`config.mk`:
```
export PLATFORM = sky130hd
export DESIGN_NAME = scat_accum_unit
export DESIGN_NICKNAME = d
export VERILOG_FILES = /design/src/rtl/scat_pkg.sv /design/src/rtl/scat_mask_gen.sv /design/src/rtl/scat_oob_counter.sv /design/src/rtl/scat_rmw_ctrl.sv /design/src/rtl/scat_accum_unit.sv
export SDC_FILE = /design/constraint.sdc
export NUM_CORES = 1
export LEC_CHECK = 0
export BUFFER_PORTS_ARGS = -buffer_cell sky130_fd_sc_hd__buf_2
export CORE_MARGIN = 4
export CORE_UTILIZATION = 30
export DETAILED_ROUTE_END_ITERATION = 12
export HOLD_SLACK_MARGIN = 0.03
export PLACE_DENSITY = 0.5
export RECOVER_POWER = 100
export SLEW_MARGIN = 20
export SYNTH_ARGS = -nofsm -noshare
export SYNTH_HDL_FRONTEND = slang
export SYNTH_SLANG_ARGS = --single-unit
```
`constraint.sdc`:
```
create_clock -name clk -period 6.65 [get_ports clk]
set_clock_uncertainty 0.2 [all_clocks]
set_input_delay 0.665 -clock clk [delete_from_list [all_inputs] [get_ports clk]]
set_output_delay 0.665 -clock clk [all_outputs]
set_load 0.02 [all_outputs]
```
`src/rtl/scat_pkg.sv`:
```
package scat_pkg;

    localparam int ADDR_W    = 32;
    localparam int MAX_BYTES = 4;
    localparam int DATA_W    = 8 * MAX_BYTES;
    localparam int HALF_W    = 16;

    typedef logic [ADDR_W-1:0]    addr_t;
    typedef logic [MAX_BYTES-1:0] bmask_t;
    typedef logic [DATA_W-1:0]    data_t;

    typedef enum logic [2:0] {
        ST_IDLE,
        ST_READ,
        ST_SUM,
        ST_WRITE,
        ST_DONE
    } st_e;

    typedef struct packed {
        addr_t  addr;
        bmask_t be;
        data_t  data;
        logic   accum;
        logic   word;
    } entry_t;

    function automatic addr_t align_keep(logic word);
        return word ? ~addr_t'(3) : ~addr_t'(1);
    endfunction

    function automatic data_t wrap_add(data_t a, data_t b, logic word);
        data_t s;
        s = a + b;
        if (!word) s[DATA_W-1:HALF_W] = '0;
        return s;
    endfunction

endpackage

```
`src/rtl/scat_mask_gen.sv`:
```
module scat_mask_gen
    import scat_pkg::*;
#(
    parameter int IDX_W = 3,
    localparam int PRED_W = MAX_BYTES << IDX_W,
    localparam int PIDX_W = IDX_W + 2
) (
    input  addr_t              base,
    input  addr_t              offset,
    input  addr_t              len,
    input  logic               word,
    input  logic               pred_en,
    input  logic [PRED_W-1:0]  pred,
    input  logic [IDX_W-1:0]   idx,
    output addr_t              elem_addr,
    output bmask_t             be,
    output logic               oob
);

    logic            neg;
    logic [ADDR_W:0] limit;

    assign neg       = offset[ADDR_W-1];
    assign limit     = {1'b0, base} + {1'b0, len};
    assign elem_addr = base + (offset & align_keep(word));
    assign oob       = neg || ({1'b0, elem_addr} > limit);

    for (genvar i = 0; i < MAX_BYTES; i++) begin : g_byte
        logic [ADDR_W:0]   byte_addr;
        logic [PIDX_W-1:0] pidx;
        logic              in_size;
        logic              in_range;
        logic              pbit;

        assign byte_addr = {1'b0, elem_addr} + (ADDR_W + 1)'(i);
        assign in_size   = word || (i < 2);
        assign in_range  = !neg && (byte_addr <= limit);
        assign pidx      = word ? {idx, 2'(i)} : {1'b0, idx, 1'(i)};
        assign pbit      = pred[pidx];
        assign be[i]     = in_size && in_range && (!pred_en || pbit);
    end

endmodule

```
`src/rtl/scat_oob_counter.sv`:
```
module scat_oob_counter #(
    parameter int CNT_W = 16
) (
    input  logic             clk,
    input  logic             rst,
    input  logic             hit,
    input  logic             word,
    output logic [CNT_W-1:0] count
);

    always_ff @(posedge clk) begin
        if (rst) begin
            count <= '0;
        end else if (hit) begin
            count <= count + (word ? CNT_W'(4) : CNT_W'(2));
        end
    end

    assert_oob_step_R10: assert property (@(posedge clk) disable iff (rst)
        (count == $past(count)) ||
        (count == $past(count) + CNT_W'(2)) ||
        (count == $past(count) + CNT_W'(4)));

endmodule

```
`src/rtl/scat_rmw_ctrl.sv`:
```
module scat_rmw_ctrl
    import scat_pkg::*;
(
    input  logic   clk,
    input  logic   rst,
    input  logic   accept,
    input  entry_t req_ent,
    output logic   idle,
    output logic   mem_rd_en,
    output logic   mem_wr_en,
    output addr_t  mem_addr,
    output bmask_t mem_be,
    output data_t  mem_wdata,
    input  data_t  mem_rdata,
    output logic   resp_valid,
    output bmask_t resp_mask
);

    st_e    st;
    entry_t ent;

    always_ff @(posedge clk) begin
        if (rst) begin
            st  <= ST_IDLE;
            ent <= '0;
        end else begin
            case (st)
                ST_IDLE: begin
                    if (accept) begin
                        ent <= req_ent;
                        if (req_ent.accum)
                            st <= req_ent.be[0] ? ST_READ : ST_DONE;
                        else
                            st <= (|req_ent.be) ? ST_WRITE : ST_DONE;
                    end
                end
                ST_READ:  st <= ST_SUM;
                ST_SUM: begin
                    ent.data <= wrap_add(mem_rdata, ent.data, ent.word);
                    st       <= ST_WRITE;
                end
                ST_WRITE: st <= ST_DONE;
                ST_DONE: begin
                    ent <= '0;
                    st  <= ST_IDLE;
                end
                default:  st <= ST_IDLE;
            endcase
        end
    end

    assign idle       = (st == ST_IDLE);
    assign mem_rd_en  = (st == ST_READ);
    assign mem_wr_en  = (st == ST_WRITE);
    assign mem_addr   = ent.addr;
    assign mem_be     = mem_wr_en ? ent.be : '0;
    assign mem_wdata  = ent.data;
    assign resp_valid = (st == ST_DONE);
    assign resp_mask  = resp_valid ? ent.be : '0;

    assert_wr_has_lanes_R8: assert property (@(posedge clk) disable iff (rst)
        mem_wr_en |-> (mem_be != '0));

    assert_read_then_write_R7: assert property (@(posedge clk) disable iff (rst)
        $past(mem_rd_en, 2) |-> mem_wr_en);

    assert_read_gap_R7: assert property (@(posedge clk) disable iff (rst)
        mem_rd_en |=> !mem_wr_en && !mem_rd_en);

    assert_resp_pulse_R9: assert property (@(posedge clk) disable iff (rst)
        resp_valid |=> !resp_valid);

endmodule

```
`src/rtl/scat_accum_unit.sv`:
```
module scat_accum_unit
    import scat_pkg::*;
#(
    parameter int IDX_W = 3,
    parameter int CNT_W = 16,
    localparam int PRED_W = MAX_BYTES << IDX_W
) (
    input  logic                 clk,
    input  logic                 rst,
    input  logic                 req_valid,
    output logic                 req_ready,
    input  logic [ADDR_W-1:0]    req_base,
    input  logic [ADDR_W-1:0]    req_offset,
    input  logic [ADDR_W-1:0]    req_len,
    input  logic                 req_word,
    input  logic                 req_pred_en,
    input  logic [PRED_W-1:0]    req_pred,
    input  logic [IDX_W-1:0]     req_index,
    input  logic                 req_accum,
    input  logic [DATA_W-1:0]    req_data,
    output logic                 mem_rd_en,
    output logic                 mem_wr_en,
    output logic [ADDR_W-1:0]    mem_addr,
    output logic [MAX_BYTES-1:0] mem_be,
    output logic [DATA_W-1:0]    mem_wdata,
    input  logic [DATA_W-1:0]    mem_rdata,
    output logic                 resp_valid,
    output logic [MAX_BYTES-1:0] resp_bank_mask,
    output logic [CNT_W-1:0]     oob_bytes
);

    addr_t  gen_addr;
    bmask_t gen_be;
    logic   gen_oob;
    logic   idle;
    logic   fire;
    entry_t req_ent;

    scat_mask_gen #(.IDX_W(IDX_W)) u_mask (
        .base      (req_base),
        .offset    (req_offset),
        .len       (req_len),
        .word      (req_word),
        .pred_en   (req_pred_en),
        .pred      (req_pred),
        .idx       (req_index),
        .elem_addr (gen_addr),
        .be        (gen_be),
        .oob       (gen_oob)
    );

    assign req_ready = idle;
    assign fire      = req_valid && idle;

    always_comb begin
        req_ent.addr  = gen_addr;
        req_ent.be    = gen_be;
        req_ent.data  = req_data;
        req_ent.accum = req_accum;
        req_ent.word  = req_word;
    end

    scat_rmw_ctrl u_ctrl (
        .clk        (clk),
        .rst        (rst),
        .accept     (fire),
        .req_ent    (req_ent),
        .idle       (idle),
        .mem_rd_en  (mem_rd_en),
        .mem_wr_en  (mem_wr_en),
        .mem_addr   (mem_addr),
        .mem_be     (mem_be),
        .mem_wdata  (mem_wdata),
        .mem_rdata  (mem_rdata),
        .resp_valid (resp_valid),
        .resp_mask  (resp_bank_mask)
    );

    scat_oob_counter #(.CNT_W(CNT_W)) u_oob (
        .clk   (clk),
        .rst   (rst),
        .hit   (fire && gen_oob),
        .word  (req_word),
        .count (oob_bytes)
    );

    assert_idle_quiet_R11: assert property (@(posedge clk) disable iff (rst)
        req_ready |-> !mem_rd_en && !mem_wr_en && !resp_valid);

    assert_half_upper_R1: assert property (@(posedge clk) disable iff (rst)
        (fire && !req_word) |=> !u_ctrl.ent.be[3] && !u_ctrl.ent.be[2]);

    assert_neg_offset_R3: assert property (@(posedge clk) disable iff (rst)
        (req_valid && req_offset[ADDR_W-1]) |-> (gen_be == '0) && gen_oob);

endmodule

```
==> metrics.md <==
| Metric | Value |
|---|---|
| Share of the synthesized area in the top cell type | 20.83% |
| Largest net degree at the start of global routing | 80 |
| Period utilization | 95.06% |
| Final setup fails | 0 |
| End-of-flow core utilization | 38.48% |
| Largest stage delay on the critical path | 0.58 ns |
| Synth Cell Area | 13700 um^2 |
| GRT Overall Usage | 19.46% |
| Final Cell Area | 17430 um^2 |
| Area growth from synthesis to layout | 27.24% |
| Slowest CP cell | or4b_4 |
| WL/cell | 17.83 um |
| Static leakage | 8.142 nW |
| Row count | 78 |
| Area leader, netlist | ha_1 |
| Power per Cell Area | 243.8 nW/um^2 |
| Starting density of the core | 30.24% |
| Core area | 45280 um^2 |
| Setup slack after layout | 0.3288 ns |
| DR pass1 iterations | 5 |
| Routability cong. | 0.9223 |
| Synth area leaders | ha_1, dfxtp_1, xnor2_1 |
| Clock net sink count | 87 |
| EDFF count, synth | 0 |
| Minimum clock period | 6.321 ns |
| Die ar. | 49140 um^2 |
| I/O Buffers | 290 |
| Final ANT Viol Nets | 0 |
| Boundary Pins | 293 |
| Fin. Hold Viols | 0 |
| Unique masters post-synth | 86 |
| Maximum clock insertion buffer count | 2 |
| Crit end category | flip-flop |
| Top-count cell post-synth | ha_1 |
| DRC | 0 |
| Total grt overflow | 0 |
| Peak supply drop | 0.1424 mV |
| Hold_buf cts | 0 |
| Die X | 221.7 um |
| WS Path Type | input pin to flip-flop |
| TritonCTS clock tree | yes |
| Total CTS buffers | 9 |
| Measured slew at the worst slew-check pin | 1.753 ns |
| Final WL | 50040 um |
| Vias in the first global route | 14.47k |
| Register area share after synthesis | 12.72% |
| Synthesized net count | 2225 |
| Setup slack at placement | -0.6832 ns |
| Post-synth ARST share | 0% |
| Required time of the critical path | 6.73 ns |
| Initial antenna violation count | 2 |
| CP startpoint kind | input pin |
| Seq cells post-synth | 87 |
| Max Fclk | 158.2 MHz |
| Synth Warn # | 0 |
| Ys flop type | dfxtp_1 |
| DPL Wire Length | 41850 um |
| Crit path max fanout | 5 |
| Status | finished with violations |
| WP data arrival | 6.41 ns |
| Relative slew slack | -16.84% |
| Post-DP Area | 16780 um^2 |
| Layout cell share with drive strength beyond 1 | 23.99% |
| Cells after Synth | 1792 |
| Final Power | 0.004249 W |
| Clk_lat worst skew | 0.37 ns |
| DR iter-0 viols | 817 |
| RSZ-0062 raised after global routing | true |
| Htree depth | 3 |
| CP Buf/Inv Count | 10 |
| Mapped Avg Cell Area | 7.643 um^2 |
| Crit path max-delay family | compound AO/OA/AOI/OAI gates |
| Failing checks | max-capacitance violations, max-slew violations |
| Vias | 14.49k |
| Worst-path clk slew | 0.07 ns |
| Slew Viols, Final | 84 |
| First-pass GRT wire length | 78330 um |
| MaxCap Viol Count | 3 |
| Die Y | 221.7 um |
| CTS Root Cell | clkbuf_16 |
| Via density | 5.164 |
| Hold Crit Class | flip-flop to flip-flop |
| Setup_tns | 0 ns |
| # nets final | 2633 |
| Commonest cells in the netlist | ha_1, nor2_1, a21oi_1 |
| Most used cell, CP | buf_4 |
==> final timing paths <==
path | endpoint | slack (ns) | startpoint | cells past startpoint
setup / recovery | u_ctrl.ent[37] | 0.33 | req_offset[1] | 34
hold reg to reg | u_ctrl.ent[0] | 0.27 | u_ctrl.ent[0] | 2
hold / removal | u_ctrl.ent[0] | 0.27 | u_ctrl.ent[0] | 2
setup reg to reg | u_ctrl.mem_addr[18] | 1.40 | u_ctrl.st[0] | 8
==> power by group <==
part | internal (W) | switching [W] | total (W)
logic | 0.00126 | 0.00175 | 0.00301
clock network | 0.000266 | 0.000239 | 0.000505
registers | 0.000639 | 0.0000959 | 0.000735
total | 0.00217 | 0.00208 | 0.00425
==> per-stage QoR <==
stage,hold WS (ns),cells
2_1_floorplan,0.2441,1792
3_3_place_gp,0.2561,2767
3_5_place_dp,0.2575,2767
4_1_cts,0.2675,2797
5_1_grt,0.2881,2807
6_report,0.2650,2807
==> flip-flops by register name, indices dropped and copies added, names as in the netlist <==
register	flops
u_oob.count	15
u_ctrl.ent	5
u_ctrl.st	3
u_ctrl.mem_addr	32
u_ctrl.mem_wdata	32
==> cells in the final DEF, fill, tap and decap left out, types with 6 or more instances in the layout <==
cell type	count
buf_2	203
nand2_1	130
buf_4	220
clkbuf_1	90
or2_2	8
nand4_1	41
nor3_2	8
nand2b_1	20
or3_1	8
a221oi_1	29
nor2_1	166
nor4_1	7
a31oi_1	15
o211ai_1	13
xor2_1	50
and4_1	8
o21a_1	15
and3_1	23
mux2i_1	20
and2_1	15
o21ai_0	72
nor2b_1	20
a21oi_1	146
dfxtp_1	87
nor3b_1	6
xnor2_1	122
clkbuf_16	9
a211oi_1	16
inv_1	43
ha_1	226
nand3_1	69
a21o_1	92
o21bai_1	10
nor3_1	49
==> per-layer routing <==
layer	track usage, %	wire [um]	up-vias
li1	-	-	7355
met1	24.07	21930	6764
met2	35.64	24860	310
met3	2.423	1861	65
met4	5.162	1386	0
met5	0	0	-
==> kinds of logic (layout without fill, tap and decap cells) <==
group | after synthesis | count (layout) | synth area share, %
and+or+nand+nor | 618 | 618 | 22.38
xor gates and xnor gates | 175 | 175 | 11.30
other | 1 | 3 | 0.02738
muxes | 28 | 28 | 2.531
AOI/OAI and AO/OA | 484 | 484 | 23.21
DFF | 87 | 87 | 12.72
adders and majority gates | 232 | 232 | 21.41
buffers and inverters | 167 | 580 | 6.413
==> area by class of cell <==
class | instances | area, um^2
clock buffer | 10 | 239.0
timing repair buffer | 517 | 3059
inverter | 47 | 176.4
antenna | 2 | 5.005
sequential | 87 | 1742
clock inverter | 6 | 43.79
tap | 600 | 750.7
fill | 4808 | 27860
multi-input combinational | 1538 | 11410
==> worst reg2reg max path: stages (launching register included) <==
cell      delay (ns)
dfxtp_1         0.53
nor2_1          0.19
nand2_1         0.10
clkbuf_1        1.26
inv_1           0.32
nor3_1          1.43
clkbuf_1        0.81
nand2_1         0.16
a21oi_1         0.15
==> timing repair <==
| item | in CTS | in global routing |
|---|---|---|
| pin swaps | 11 | 46 |
| resized for setup | 22 | 47 |
| setup buffers | 14 | 10 |
| setup endpoints to repair | 2 | 22 |
Note: power is estimated with default switching activity, not from simulation.
